<file path="src/rtl/mesi_l1_pkg.sv">
// Shared encodings for the L1 line coherence controller.
// Assumes: state, event and message codes are fixed by the block's contract.
package mesi_l1_pkg;

    typedef enum logic [3:0] {
        ST_NP   = 4'd0,
        ST_I    = 4'd1,
        ST_S    = 4'd2,
        ST_E    = 4'd3,
        ST_M    = 4'd4,
        ST_IS   = 4'd5,
        ST_IM   = 4'd6,
        ST_SM   = 4'd7,
        ST_IS_I = 4'd8,
        ST_M_I  = 4'd9,
        ST_SINK = 4'd10
    } line_st_e;

    typedef enum logic [3:0] {
        EV_LOAD      = 4'd0,
        EV_FETCH     = 4'd1,
        EV_STORE     = 4'd2,
        EV_EVICT     = 4'd3,
        EV_INV       = 4'd4,
        EV_FWD_RD    = 4'd5,
        EV_FWD_WR    = 4'd6,
        EV_FWD_FETCH = 4'd7,
        EV_DATA      = 4'd8,
        EV_DATA_X    = 4'd9,
        EV_ACK       = 4'd10,
        EV_WB_ACK    = 4'd11
    } ev_e;

    typedef enum logic [2:0] {
        RQ_GETS = 3'd0,
        RQ_GETI = 3'd1,
        RQ_GETX = 3'd2,
        RQ_UPG  = 3'd3,
        RQ_PUTX = 3'd4
    } rq_e;

    typedef enum logic [1:0] {
        HK_LOAD  = 2'd0,
        HK_FETCH = 2'd1,
        HK_STORE = 2'd2
    } hk_e;

    // One cycle's worth of outgoing strobes
    typedef struct packed {
        logic req;
        rq_e  req_kind;
        logic data_req;
        logic data_l2;
        logic ack;
        logic unblk;
        logic unblk_x;
        logic hit;
        hk_e  hit_kind;
        logic sc_lost;
        logic wake;
        logic stall;
    } act_t;

    // Permission seen by the core for a given state
    function automatic logic [1:0] perm_of(line_st_e s);
        case (s)
            ST_NP, ST_I:        perm_of = 2'b00;
            ST_S, ST_E, ST_SM:  perm_of = 2'b01;
            ST_M:               perm_of = 2'b11;
            default:            perm_of = 2'b10;
        endcase
    endfunction

endpackage

</file>
<file path="src/rtl/mesi_l1_decide.sv">
// Next-state and action decision for one line and one event.
// Purely combinational. Assumes the caller applies the result only when an
// event is valid and not stalled. The ack count is signed so that acks
// arriving ahead of the data drive it negative.
module mesi_l1_decide
    import mesi_l1_pkg::*;
#(
    parameter int CNT_W = 4
) (
    input  ev_e                    ev,
    input  line_st_e               st,
    input  logic                   dirty,
    input  hk_e                    pkind,
    input  logic signed [CNT_W:0]  pend,
    input  logic [CNT_W-1:0]       cnt,
    output act_t                   act,
    output line_st_e               st_nx,
    output logic                   dirty_nx,
    output hk_e                    pkind_nx,
    output logic signed [CNT_W:0]  pend_nx
);

    logic signed [CNT_W:0] sum_data;
    logic signed [CNT_W:0] sum_ack;
    logic                  demand;
    logic                  busy;
    logic                  finish;

    // Count arithmetic for the two ways a write miss can progress
    always_comb begin
        sum_data = pend + $signed({1'b0, cnt});
        sum_ack  = pend - $signed((CNT_W+1)'(1));
    end

    // Classification of the event against the line's state
    always_comb begin
        demand = (ev == EV_LOAD) || (ev == EV_FETCH) || (ev == EV_STORE) || (ev == EV_EVICT);
        busy   = (st == ST_IS) || (st == ST_IM) || (st == ST_SM) || (st == ST_IS_I) ||
                 (st == ST_M_I) || (st == ST_SINK);
    end

    // Transition table
    always_comb begin
        act      = '0;
        st_nx    = st;
        dirty_nx = dirty;
        pkind_nx = pkind;
        pend_nx  = pend;
        finish   = 1'b0;
        if (demand && busy) begin
            act.stall = 1'b1;
        end else begin
            case (st)
                ST_NP, ST_I: begin
                    case (ev)
                        EV_LOAD: begin
                            act.req = 1'b1; act.req_kind = RQ_GETS;
                            st_nx = ST_IS; pkind_nx = HK_LOAD;
                        end
                        EV_FETCH: begin
                            act.req = 1'b1; act.req_kind = RQ_GETI;
                            st_nx = ST_IS; pkind_nx = HK_FETCH;
                        end
                        EV_STORE: begin
                            act.req = 1'b1; act.req_kind = RQ_GETX;
                            st_nx = ST_IM; pkind_nx = HK_STORE; pend_nx = '0;
                        end
                        EV_EVICT: st_nx = ST_NP;
                        EV_INV:   act.ack = 1'b1;
                        default: ;
                    endcase
                end
                ST_S: begin
                    case (ev)
                        EV_LOAD:  begin act.hit = 1'b1; act.hit_kind = HK_LOAD;  end
                        EV_FETCH: begin act.hit = 1'b1; act.hit_kind = HK_FETCH; end
                        EV_STORE: begin
                            act.req = 1'b1; act.req_kind = RQ_UPG;
                            st_nx = ST_SM; pkind_nx = HK_STORE; pend_nx = '0;
                        end
                        EV_EVICT: st_nx = ST_I;
                        EV_INV:   begin act.ack = 1'b1; st_nx = ST_I; end
                        default: ;
                    endcase
                end
                ST_E, ST_M: begin
                    case (ev)
                        EV_LOAD:  begin act.hit = 1'b1; act.hit_kind = HK_LOAD;  end
                        EV_FETCH: begin act.hit = 1'b1; act.hit_kind = HK_FETCH; end
                        EV_STORE: begin
                            act.hit = 1'b1; act.hit_kind = HK_STORE;
                            st_nx = ST_M; dirty_nx = 1'b1;
                        end
                        EV_EVICT: begin
                            act.req = 1'b1; act.req_kind = RQ_PUTX; st_nx = ST_M_I;
                        end
                        EV_INV: begin
                            if (st == ST_M) act.data_l2 = 1'b1;
                            else            act.ack     = 1'b1;
                            st_nx = ST_I;
                        end
                        EV_FWD_RD, EV_FWD_FETCH: begin
                            act.data_req = 1'b1; act.data_l2 = 1'b1; st_nx = ST_S;
                        end
                        EV_FWD_WR: begin
                            act.data_req = 1'b1; st_nx = ST_I;
                        end
                        default: ;
                    endcase
                end
                ST_IS, ST_IS_I: begin
                    case (ev)
                        EV_INV: begin act.ack = 1'b1; st_nx = ST_IS_I; end
                        EV_DATA: begin
                            act.hit = 1'b1; act.hit_kind = pkind;
                            act.unblk = 1'b1; act.wake = 1'b1;
                            st_nx = (st == ST_IS) ? ST_S : ST_I;
                        end
                        EV_DATA_X: begin
                            act.hit = 1'b1; act.hit_kind = pkind;
                            act.unblk_x = 1'b1; act.wake = 1'b1;
                            st_nx = ST_E;
                        end
                        default: ;
                    endcase
                end
                ST_IM, ST_SM: begin
                    case (ev)
                        EV_DATA: begin
                            if (sum_data == '0) finish = 1'b1;
                            else                pend_nx = sum_data;
                        end
                        EV_ACK: begin
                            if (sum_ack == '0) finish = 1'b1;
                            else               pend_nx = sum_ack;
                        end
                        EV_DATA_X: finish = 1'b1;
                        EV_INV: begin
                            act.ack = 1'b1;
                            if (st == ST_SM) begin
                                act.sc_lost = 1'b1; st_nx = ST_IM;
                            end
                        end
                        default: ;
                    endcase
                    if (finish) begin
                        act.hit = 1'b1; act.hit_kind = HK_STORE;
                        act.unblk_x = 1'b1; act.wake = 1'b1;
                        st_nx = ST_M; dirty_nx = 1'b1; pend_nx = '0;
                    end
                end
                ST_M_I, ST_SINK: begin
                    case (ev)
                        EV_WB_ACK: begin act.wake = 1'b1; st_nx = ST_I; end
                        EV_INV: begin
                            if (st == ST_M_I) begin
                                act.data_l2 = 1'b1; st_nx = ST_SINK;
                            end else begin
                                act.ack = 1'b1;
                            end
                        end
                        EV_FWD_RD, EV_FWD_FETCH: begin
                            if (st == ST_M_I) begin
                                act.data_req = 1'b1; act.data_l2 = 1'b1; st_nx = ST_SINK;
                            end
                        end
                        EV_FWD_WR: begin
                            if (st == ST_M_I) begin
                                act.data_req = 1'b1; st_nx = ST_SINK;
                            end
                        end
                        default: ;
                    endcase
                end
                default: ;
            endcase
            if (!((st_nx == ST_M) || (st_nx == ST_M_I) || (st_nx == ST_SINK)))
                dirty_nx = 1'b0;
        end
    end

endmodule

</file>
<file path="src/rtl/mesi_l1_line_bank.sv">
// Per-line storage of state, dirty bit, waiting access kind and ack count.
// Assumes at most one line is written per cycle. Offers one read port for
// the event path and one for the lookup path.
module mesi_l1_line_bank
    import mesi_l1_pkg::*;
#(
    parameter  int LINES = 8,
    parameter  int CNT_W = 4,
    localparam int IDX_W = $clog2(LINES)
) (
    input  logic                   clk,
    input  logic                   rst_n,
    input  logic                   wr_en,
    input  logic [IDX_W-1:0]       wr_idx,
    input  line_st_e               wr_st,
    input  logic                   wr_dirty,
    input  hk_e                    wr_pkind,
    input  logic signed [CNT_W:0]  wr_pend,
    input  logic [IDX_W-1:0]       rd_idx,
    output line_st_e               rd_st,
    output logic                   rd_dirty,
    output hk_e                    rd_pkind,
    output logic signed [CNT_W:0]  rd_pend,
    input  logic [IDX_W-1:0]       lk_idx,
    output line_st_e               lk_st,
    output logic                   lk_dirty
);

    line_st_e              st_a    [LINES];
    logic                  dirty_a [LINES];
    hk_e                   pkind_a [LINES];
    logic signed [CNT_W:0] pend_a  [LINES];

    for (genvar g = 0; g < LINES; g++) begin : g_line
        line_st_e              st_r;
        logic                  dirty_r;
        hk_e                   pkind_r;
        logic signed [CNT_W:0] pend_r;

        // Hold this line's record; reset to not-present
        always_ff @(posedge clk) begin
            if (!rst_n) begin
                st_r    <= ST_NP;
                dirty_r <= 1'b0;
                pkind_r <= HK_LOAD;
                pend_r  <= '0;
            end else if (wr_en && (wr_idx == IDX_W'(g))) begin
                st_r    <= wr_st;
                dirty_r <= wr_dirty;
                pkind_r <= wr_pkind;
                pend_r  <= wr_pend;
            end
        end

        assign st_a[g]    = st_r;
        assign dirty_a[g] = dirty_r;
        assign pkind_a[g] = pkind_r;
        assign pend_a[g]  = pend_r;
    end

    // Read ports
    always_comb begin
        rd_st    = st_a[rd_idx];
        rd_dirty = dirty_a[rd_idx];
        rd_pkind = pkind_a[rd_idx];
        rd_pend  = pend_a[rd_idx];
        lk_st    = st_a[lk_idx];
        lk_dirty = dirty_a[lk_idx];
    end


    reset_np_chk: assert property (@(posedge clk) disable iff (!rst_n)
        !$past(rst_n) |-> (lk_st == ST_NP && !lk_dirty));

endmodule

</file>
<file path="src/rtl/mesi_l1_msg_reg.sv">
// Output stage: registers one cycle of strobes with the line and dirty bit.
// Assumes the action is already gated to zero when no event is present.
module mesi_l1_msg_reg
    import mesi_l1_pkg::*;
#(
    parameter  int LINES = 8,
    localparam int IDX_W = $clog2(LINES)
) (
    input  logic             clk,
    input  logic             rst_n,
    input  act_t             act_i,
    input  logic [IDX_W-1:0] line_i,
    input  logic             dirty_i,
    output act_t             act_q,
    output logic [IDX_W-1:0] line_q,
    output logic             dirty_q
);

    // Capture this cycle's strobes
    always_ff @(posedge clk) begin
        if (!rst_n) begin
            act_q   <= '0;
            line_q  <= '0;
            dirty_q <= 1'b0;
        end else begin
            act_q   <= act_i;
            line_q  <= line_i;
            dirty_q <= dirty_i;
        end
    end

endmodule

</file>
<file path="src/rtl/mesi_line_ctrl.sv">
// Coherence controller for the lines of a private, directly indexed L1.
// Accepts one decoded event per cycle and applies it to the named line.
// Emits registered strobes one cycle later. Assumes victim choice, data
// storage and message transport are handled around it.
module mesi_line_ctrl
    import mesi_l1_pkg::*;
#(
    parameter  int LINES = 8,
    parameter  int CNT_W = 4,
    localparam int IDX_W = $clog2(LINES)
) (
    input  logic             clk,
    input  logic             rst_n,
    input  logic             ev_valid,
    input  logic [3:0]       ev_code,
    input  logic [IDX_W-1:0] ev_line,
    input  logic [CNT_W-1:0] ev_acks,
    input  logic [IDX_W-1:0] look_line,
    output logic [3:0]       look_state,
    output logic [1:0]       look_perm,
    output logic             look_dirty,
    output logic             req_valid,
    output logic [2:0]       req_kind,
    output logic             data_to_req,
    output logic             data_to_l2,
    output logic             inv_ack,
    output logic             unblock,
    output logic             unblock_excl,
    output logic [IDX_W-1:0] msg_line,
    output logic             msg_dirty,
    output logic             hit_valid,
    output logic [1:0]       hit_kind,
    output logic             resv_lost,
    output logic             wake_valid,
    output logic             stall
);

    line_st_e              cur_st,  nx_st,  lk_st;
    logic                  cur_dty, nx_dty;
    hk_e                   cur_pk,  nx_pk;
    logic signed [CNT_W:0] cur_pd,  nx_pd;
    act_t                  act, act_g, act_q;
    logic                  wr_en;

    mesi_l1_line_bank #(.LINES(LINES), .CNT_W(CNT_W)) u_bank (
        .clk      (clk),
        .rst_n    (rst_n),
        .wr_en    (wr_en),
        .wr_idx   (ev_line),
        .wr_st    (nx_st),
        .wr_dirty (nx_dty),
        .wr_pkind (nx_pk),
        .wr_pend  (nx_pd),
        .rd_idx   (ev_line),
        .rd_st    (cur_st),
        .rd_dirty (cur_dty),
        .rd_pkind (cur_pk),
        .rd_pend  (cur_pd),
        .lk_idx   (look_line),
        .lk_st    (lk_st),
        .lk_dirty (look_dirty)
    );

    mesi_l1_decide #(.CNT_W(CNT_W)) u_decide (
        .ev       (ev_e'(ev_code)),
        .st       (cur_st),
        .dirty    (cur_dty),
        .pkind    (cur_pk),
        .pend     (cur_pd),
        .cnt      (ev_acks),
        .act      (act),
        .st_nx    (nx_st),
        .dirty_nx (nx_dty),
        .pkind_nx (nx_pk),
        .pend_nx  (nx_pd)
    );

    // Commit the line update unless the event was refused
    always_comb begin
        wr_en = ev_valid && !act.stall;
        act_g = ev_valid ? act : '0;
    end

    mesi_l1_msg_reg #(.LINES(LINES)) u_out (
        .clk     (clk),
        .rst_n   (rst_n),
        .act_i   (act_g),
        .line_i  (ev_line),
        .dirty_i (cur_dty),
        .act_q   (act_q),
        .line_q  (msg_line),
        .dirty_q (msg_dirty)
    );

    // Unpack registered strobes and the lookup view onto ports
    always_comb begin
        req_valid    = act_q.req;
        req_kind     = act_q.req_kind;
        data_to_req  = act_q.data_req;
        data_to_l2   = act_q.data_l2;
        inv_ack      = act_q.ack;
        unblock      = act_q.unblk;
        unblock_excl = act_q.unblk_x;
        hit_valid    = act_q.hit;
        hit_kind     = act_q.hit_kind;
        resv_lost    = act_q.sc_lost;
        wake_valid   = act_q.wake;
        stall        = act_q.stall;
        look_state   = lk_st;
        look_perm    = perm_of(lk_st);
    end


    stall_quiet_chk: assert property (@(posedge clk) disable iff (!rst_n)
        stall |-> !(req_valid || data_to_req || data_to_l2 || inv_ack ||
                    unblock || unblock_excl || hit_valid || wake_valid));


    unblock_wake_chk: assert property (@(posedge clk) disable iff (!rst_n)
        unblock |-> (wake_valid && hit_valid));


    excl_unblock_hit_chk: assert property (@(posedge clk) disable iff (!rst_n)
        unblock_excl |-> (wake_valid && hit_valid));


    resv_lost_ack_chk: assert property (@(posedge clk) disable iff (!rst_n)
        resv_lost |-> inv_ack);


    l2_data_no_ack_chk: assert property (@(posedge clk) disable iff (!rst_n)
        data_to_l2 |-> !inv_ack);

endmodule

</file>
<file path="config.mk">
export PLATFORM = sky130hd
export DESIGN_NAME = mesi_line_ctrl
export DESIGN_NICKNAME = d
export VERILOG_FILES = /design/src/rtl/mesi_l1_pkg.sv /design/src/rtl/mesi_l1_decide.sv /design/src/rtl/mesi_l1_line_bank.sv /design/src/rtl/mesi_l1_msg_reg.sv /design/src/rtl/mesi_line_ctrl.sv
export SDC_FILE = /design/constraint.sdc
export NUM_CORES = 1
export LEC_CHECK = 0
export ABC_AREA = 1
export BUFFER_PORTS_ARGS = -buffer_cell sky130_fd_sc_hd__buf_2
export CAP_MARGIN = 20
export CORE_UTILIZATION = 41
export CTS_CLUSTER_SIZE = 20
export DETAILED_ROUTE_END_ITERATION = 16
export GPL_ROUTABILITY_DRIVEN = 0
export GPL_TIMING_DRIVEN = 0
export HOLD_SLACK_MARGIN = 0.03
export PLACE_DENSITY = 0.63
export SLEW_MARGIN = 20
export SYNTH_ARGS = -nofsm -noshare
export SYNTH_HDL_FRONTEND = slang
export SYNTH_HIERARCHICAL = 1
export SYNTH_SLANG_ARGS = --single-unit
</file>
<file path="constraint.sdc">
create_clock -name clk -period 6.7 [get_ports clk]
set_clock_uncertainty 0.2 [all_clocks]
set_input_delay 0.67 -clock clk [delete_from_list [all_inputs] [get_ports clk]]
set_output_delay 0.67 -clock clk [all_outputs]
set_load 0.02 [all_outputs]
</file>
=== Word level (Yosys, flattened, before mapping) ===
Cells that the tools add are included.

* Logic and storage cells: 225
* Input port bits: 17
* Flip-flop bits (word level): 115

* Bitwise logic cells: 7
* Reduce and logical (&&, ||, !) cells: 47
* Equal/unequal tests: 36
* $lt $le $gt $ge: 2
* Add/sub/neg operators: 2
* Muxes and demuxes: 85

{| class="wikitable"
|+ Operators with widths
! cell !! count
|-
| $mux 4 || 13
|-
| $pmux 4 s3 || 4
|-
| $eq 4x3->1 const B || 11
|-
| $eq 4x4->1 const B || 9
|-
| $mux 5 || 7
|-
| $mux 1 || 27
|-
| $bmux 4 s3 || 2
|-
| $eq 4x2->1 const B || 6
|-
| $pmux 4 s6 || 1
|-
| $reduce_or 2->1 || 11
|-
| $pmux 5 s2 || 2
|-
| $pmux 4 s2 || 2
|-
| $pmux 4 s4 || 1
|-
| $bmux 5 s3 || 1
|-
| $eq 3x3->1 const B || 4
|-
| $eq 4x1->1 const B || 3
|-
| $logic_not 4->1 || 3
|-
| $mux 2 || 6
|-
| $pmux 2 s3 || 2
|-
| $pmux 3 s4 || 1
|-
| $reduce_or 3->1 || 4
|-
| $logic_and 1x1->1 || 10
|-
| $logic_not 5->1 || 2
|-
| $logic_or 1x1->1 || 10
|-
| 21 further kinds || 37
|}

=== Longest topological paths before layout ===
* Word-level depth: 20
* Depth in mapped cells: 28
* Mapped depth without buffers: 26

=== By module ===
Netlist, hierarchy kept.

{| class="wikitable"
|+ By module, submodules not included
! module !! sequential area each (µm²) !! area each (µm²) !! instances !! cells each
|-
| mesi_l1_line_bank || 1921.8 || 5068.6 || 1 || 850
|-
| mesi_l1_decide || 0.0 || 1311.3 || 1 || 276
|-
| mesi_l1_msg_reg || 380.4 || 556.8 || 1 || 59
|-
| mesi_line_ctrl || 0.0 || 216.5 || 1 || 47
|}

=== Least setup slack after synthesis ===
No wires, ideal clock.

* Kind: input to register
* Start point: in ev_line[1]
* End point: reg u_bank.g_line[0].pend_r[3]
* Data arrival time: 3639 ps
* Required time: 6433 ps
* Library setup time: 67 ps
* Path slack: 2794 ps
* Cell stages on the path: 21
* Buffers on the path: 2
* Cell sequence: buf_2 inv_1 buf_2 nand3_1 nand2_1 nand2_1 nand2_1 ha_1 inv_1 fa_1 inv_1 nand3_1 nand2_1 nand2_1 nand2_1 nor2_1 nand2_1 nand4_2 o311ai_0 o21ai_0 nor2_1

* Elaborated cells between the ends (all ways): 45
* Classes of those cells: add/sub: 2; eq/ne: 8; mux: 19; bitwise: 1; reduce/logical: 15

{| class="wikitable"
|+ RTL lines
! item !! line !! RTL
|-
| from (decl) || mesi_line_ctrl.sv:16 || <nowiki>input logic [IDX_W-1:0] ev_line,</nowiki>
|-
| $not 3->4 (not written as such) (*) || mesi_l1_line_bank.sv:66 || <nowiki>rd_pend = pend_a[rd_idx];</nowiki>
|-
| $bmux 5 s3 (*) || mesi_l1_line_bank.sv:66 ||
|-
| $mux 5 (not written as such) (*) (2 in series) || mesi_l1_line_bank.sv:66 ||
|-
| net cur_pd[0] || mesi_line_ctrl.sv:41 || <nowiki>logic signed [CNT_W:0] cur_pd, nx_pd;</nowiki>
|-
| $sub 5x2->5 / $add 5x5->5 (equally long branches) || mesi_l1_decide.sv:32, mesi_l1_decide.sv:31 ||
|-
| $logic_not 5->1, on equally long branches || mesi_l1_decide.sv:134, mesi_l1_decide.sv:130 ||
|-
| $mux 1, on equally long branches || mesi_l1_decide.sv:134, mesi_l1_decide.sv:130 ||
|-
| $pmux 1 s3 || mesi_l1_decide.sv:128 || <nowiki>case (ev)</nowiki>
|-
| $mux 1 || mesi_l1_decide.sv:53 || <nowiki>case (st)</nowiki>
|-
| $mux 1 || mesi_l1_decide.sv:50 || <nowiki>if (demand && busy) begin</nowiki>
|-
| $mux 5 (*) || mesi_l1_decide.sv:146 || <nowiki>if (finish) begin</nowiki>
|-
| $pmux 5 s2 (*) || mesi_l1_decide.sv:53 ||
|-
| $mux 5 (*) || mesi_l1_decide.sv:50 ||
|-
| net nx_pd[3] || mesi_line_ctrl.sv:41 ||
|-
| to (signal assigned) || mesi_l1_line_bank.sv:51 || <nowiki>pend_r <= wr_pend;</nowiki>
|-
| to (decl) || mesi_l1_line_bank.sv:38 || <nowiki>logic signed [CNT_W:0] pend_r;</nowiki>
|}

The timed path passes the listed nets; every way through them passes the cells marked *. The select of a mux whose other input is x is not followed.
A chain may end at the register's enable or synchronous reset.

=== Final worst setup path ===
* Start point: in ev_line[1]
* End point: reg u_bank.g_line[0].dirty_r

* Longest elaborated chain between the ends: 18
* Elaborated cells between the ends (all ways): 68
* Classes of those cells: add/sub: 2; eq/ne: 13; mux: 32; bitwise: 1; reduce/logical: 20

{| class="wikitable"
|+ RTL lines
! item !! line !! RTL
|-
| $not 3->4 (not written as such) (*) || mesi_l1_line_bank.sv:66 ||
|-
| $bmux 5 s3 (*) || mesi_l1_line_bank.sv:66 ||
|-
| $mux 5 (not written as such) (*) (2 in series) || mesi_l1_line_bank.sv:66 ||
|-
| net cur_pd[0] || mesi_line_ctrl.sv:41 ||
|-
| $sub 5x2->5 / $add 5x5->5 (equally long branches) || mesi_l1_decide.sv:32, mesi_l1_decide.sv:31 ||
|-
| $logic_not 5->1, on equally long branches || mesi_l1_decide.sv:134, mesi_l1_decide.sv:130 ||
|-
| $mux 1, on equally long branches || mesi_l1_decide.sv:134, mesi_l1_decide.sv:130 ||
|-
| $pmux 1 s3 (*) || mesi_l1_decide.sv:128 ||
|-
| [... 2 more ...] || - ||
|-
| $mux 4 || mesi_l1_decide.sv:146 ||
|-
| $pmux 4 s6 || mesi_l1_decide.sv:53 ||
|-
| $mux 4 || mesi_l1_decide.sv:50 ||
|-
| $eq 4x3->1 / $eq 4x4->1 (equally long branches) || mesi_l1_decide.sv:177 || <nowiki>if (!((st_nx == ST_M) || (st_nx == ST_M_I) || (st_nx == ST_SINK)))</nowiki>
|-
| $logic_or 1x1->1 (2 in series) || mesi_l1_decide.sv:177 ||
|-
| $mux 1 (*) || mesi_l1_decide.sv:177 ||
|-
| $mux 1 (*) || mesi_l1_decide.sv:50 ||
|-
| net nx_dty || mesi_line_ctrl.sv:39 || <nowiki>logic cur_dty, nx_dty;</nowiki>
|-
| to (signal assigned) || mesi_l1_line_bank.sv:49 || <nowiki>dirty_r <= wr_dirty;</nowiki>
|-
| to (decl) || mesi_l1_line_bank.sv:36 || <nowiki>logic dirty_r;</nowiki>
|}

Marks and branches as above.

==> results.py <==
metrics = {
    "layout": {
        "layout.nets": 1316,
        "final_area_um2": 8310,
        "antenna_cells": 0,
        "area_growth_pct": 16.2,
        "drive_gt1_frac": 0.121,
    },
    "critical_path": {
        "crit_end": "u_bank/g_line[0].dirty_r$_SDFFE_PN0P_",
        "critPathMaxFanout": 10,
        "cp.arrival_ps": 4870,
        "rr_startpoint": "u_bank/g_line[1].pend_r[0]$_SDFFE_PN0P_",
        "required_ps": 6860,
        "path_class": "in -> reg",
        "crit_path_end_kind": "flip-flop",
        "reg2reg_slack_ps": 2730,
        "crit_top_cell": "nand2_1",
        "rr_endpoint": "u_bank/g_line[0].dirty_r$_SDFFE_PN0P_",
        "r2r.worst_path.cells": 26,
        "startpoint_type": "input pin",
        "crit_start": "ev_line[1]",
        "slowest_stage": "nor2_1",
        "critPathMaxStageDelay_ps": 560,
    },
    "synthesis": {
        "syn-mean-instance-area_um2": 5.81,
        "yosysTopAreaCell": "dfxtp_1",
        "async_reset_ff_frac": 0,
        "yosysUniqueCellTypes": 40,
        "netlist_instances": 1232,
        "syn-num-nets": 1256,
        "synth_most_common_cell": "nand2_1",
        "synth_top_area_frac": 0.322,
        "synth_edf_count": 0,
        "synthTopCellsByCount": "nand2_1, nor2_1, inv_1, dfxtp_1, o21ai_0",
        "yosys_warnings": 6,
        "synth_area_leaders": "dfxtp_1, nand2_1, nor2_1",
        "syn_area_um2": 7150,
        "ys_seq_area_frac": 0.322,
        "synth_flop_cell": "dfxtp_1",
        "ys_seq_elements": 115,
    },
    "cts": {
        "clock_sinks": 115,
        "clkTransAtPathRegs_ps": 50,
        "htreeDepth": 4,
        "cts_root_buf": "clkbuf_16",
        "cts_buffers": 17,
        "clock_path_buffers": 2,
        "postCtsSetupBuffers": 0,
        "post_cts_resized": 0,
        "cts_tree": "yes",
        "clk_latency_ps": 420,
        "ctsHoldBuffers": 0,
    },
    "routing": {
        "wl_per_cell_um": 14.3,
        "wirelength_mm": 21.9,
        "first_pass_iters": 5,
        "drtIter0Drc": 548,
        "drt.antenna.violating_nets": 0,
        "drc": 0,
        "route.vias.total": 7521,
        "avgViaCountPerCell": 4.93,
    },
    "global_route": {
        "antenna_found_initial": 0,
        "grt_usage": 0.252,
        "grt.overflow.total": 0,
        "grt_pass1_wl_mm": 34.7,
        "grt_pass1_vias": 6752,
        "grt_start_max_net_pins": 17,
    },
    "timing": {
        "setup_viol": 0,
        "hold_viol_final": 0,
        "relSlewSlack": 0.228,
        "fmax_ghz": 0.212,
        "setup_tns_ps": 0,
        "fin_crit_sh": 0.704,
        "period_minus_slack_ps": 4710,
        "rsz0062_at_grt": "false",
        "slew_violations": 0,
        "tightest_slew_ps": 1150,
    },
    "min_path": {
        "hold_class": "reg -> reg",
    },
    "floorplan": {
        "fp.dieW_um": 134,
        "boundaryPins": 43,
        "rows": 47,
        "die_area_um2": 18000,
        "die_y_um": 134,
        "coreArea_um2": 16800,
        "start_util": 0.425,
    },
    "power_and_ir_drop": {
        "p_per_area_nw_per_um2": 260,
        "power_leakage_nw": 4.36,
        "ir_drop_v": 0.000170,
    },
    "placed_design": {
        "place_area_um2": 7650,
        "hpwl_mm": 16.2,
        "port-buffer-count": 39,
    },
    "job": {
        "cap_violations": 0,
    },
    "outcome": {
        "outcome": "finished, final reports clean",
    },
}
==> how the worst min path moves through the flow <==
stage | startpoint | cells past startpoint | to
floorplan | u_bank/g_line[4].pend_r[4]$_SDFFE_PN0P_ | 2 | u_bank/g_line[4].pend_r[4]$_SDFFE_PN0P_
global placement | u_bank/g_line[5].st_r[0]$_SDFFE_PN0P_ | 2 | u_bank/g_line[5].st_r[0]$_SDFFE_PN0P_
detailed placement | u_bank/g_line[0].pkind_r[1]$_SDFFE_PN0P_ | 2 | u_bank/g_line[0].pkind_r[1]$_SDFFE_PN0P_
CTS | rst_n | 3 | u_out/act_q[2]$_SDFF_PN0_
global route | rst_n | 3 | u_out/dirty_q$_SDFF_PN0_
finish | u_bank/g_line[1].pend_r[1]$_SDFFE_PN0P_ | 2 | u_bank/g_line[1].pend_r[1]$_SDFFE_PN0P_
==> state kept, by name (all words and copies together), names as in the netlist <==
register,cells
u_bank/g_line.pend_r,40
u_bank/g_line.st_r,32
u_out/line_q,3
u_bank/g_line.pkind_r,16
u_out/dirty_q,1
u_out/act_q,15
u_bank/g_line.dirty_r,8
==> critical path: cells and delay by family <==
| family | cells | cell delay (ps) |
|---|---|---|
| buffers and inverters | 5 | 1010 |
| adder cells (fa/ha/maj) | 2 | 590 |
| AO/OA/AOI/OAI | 1 | 190 |
| AND/OR/NAND/NOR | 19 | 2410 |
==> kinds of logic after synthesis <==
logic type | share of synthesized area
compound gates | 0.0987
fa+ha+maj | 0.0133
xor+xnor | 0.00245
flops | 0.322
simple gates | 0.411
buf+inv | 0.152
==> where the power goes <==
part	switching, mW	total [mW]	internal (mW)
registers	0.0102	0.718	0.707
clock network	0.325	1.04	0.713
logic	0.289	0.406	0.117
total	0.623	2.16	1.54
==> cells in the final DEF (no fill, tap or decap), types with 4 or more instances in the layout <==
cell and n:
bufinv_16 6, nor3_1 6, a21oi_1 5, clkbuf_1 17, buf_4 6, ha_1 6, o21ai_1 16, o21ai_0 94
clkbuf_16 17, buf_2 59, clkinv_2 5, inv_1 183, nand3_1 92, buf_6 7, inv_2 18, dfxtp_1 115
o211ai_1 4, nor2_2 7, nand2_2 16, nor2_1 240, nand2_1 350
==> final cells by class <==
class	instances	area, um^2
buffer	53	332
clock buffer	21	460
clock inverter	11	205
fill	1837	8510
inverter	202	758
multi-input combinational	862	3770
sequential	115	2300
tap	220	275
timing repair buffer	41	210
==> metal layers <==
metal  track usage  vias up  wire length (um)
li1              -     3858                 -
met4        0.0974        0               498
met2         0.396      253              9730
met5             0        -                 0
met1         0.343     3375             10200
met3        0.0435       35              1460
==> metrics by stage <==
| stage | utilization | hold WS [ps] | worst slack (ps) | std cells | power (mW) |
|---|---|---|---|---|---|
| 6_report | 0.494 | 278 | 1990 | 1525 | 2.16 |
| 5_1_grt | 0.494 | 296 | 1640 | 1525 | 2.25 |
| 4_1_cts | 0.494 | 281 | 2030 | 1525 | 2.17 |
| 3_5_place_dp | 0.455 | 270 | 1610 | 1493 | 1.13 |
| 3_3_place_gp | 0.453 | 262 | 672 | 1491 | 1.12 |
| 2_1_floorplan | - | 253 | 2790 | 1232 | 1.01 |
Power figures use the tool's default switching activity.
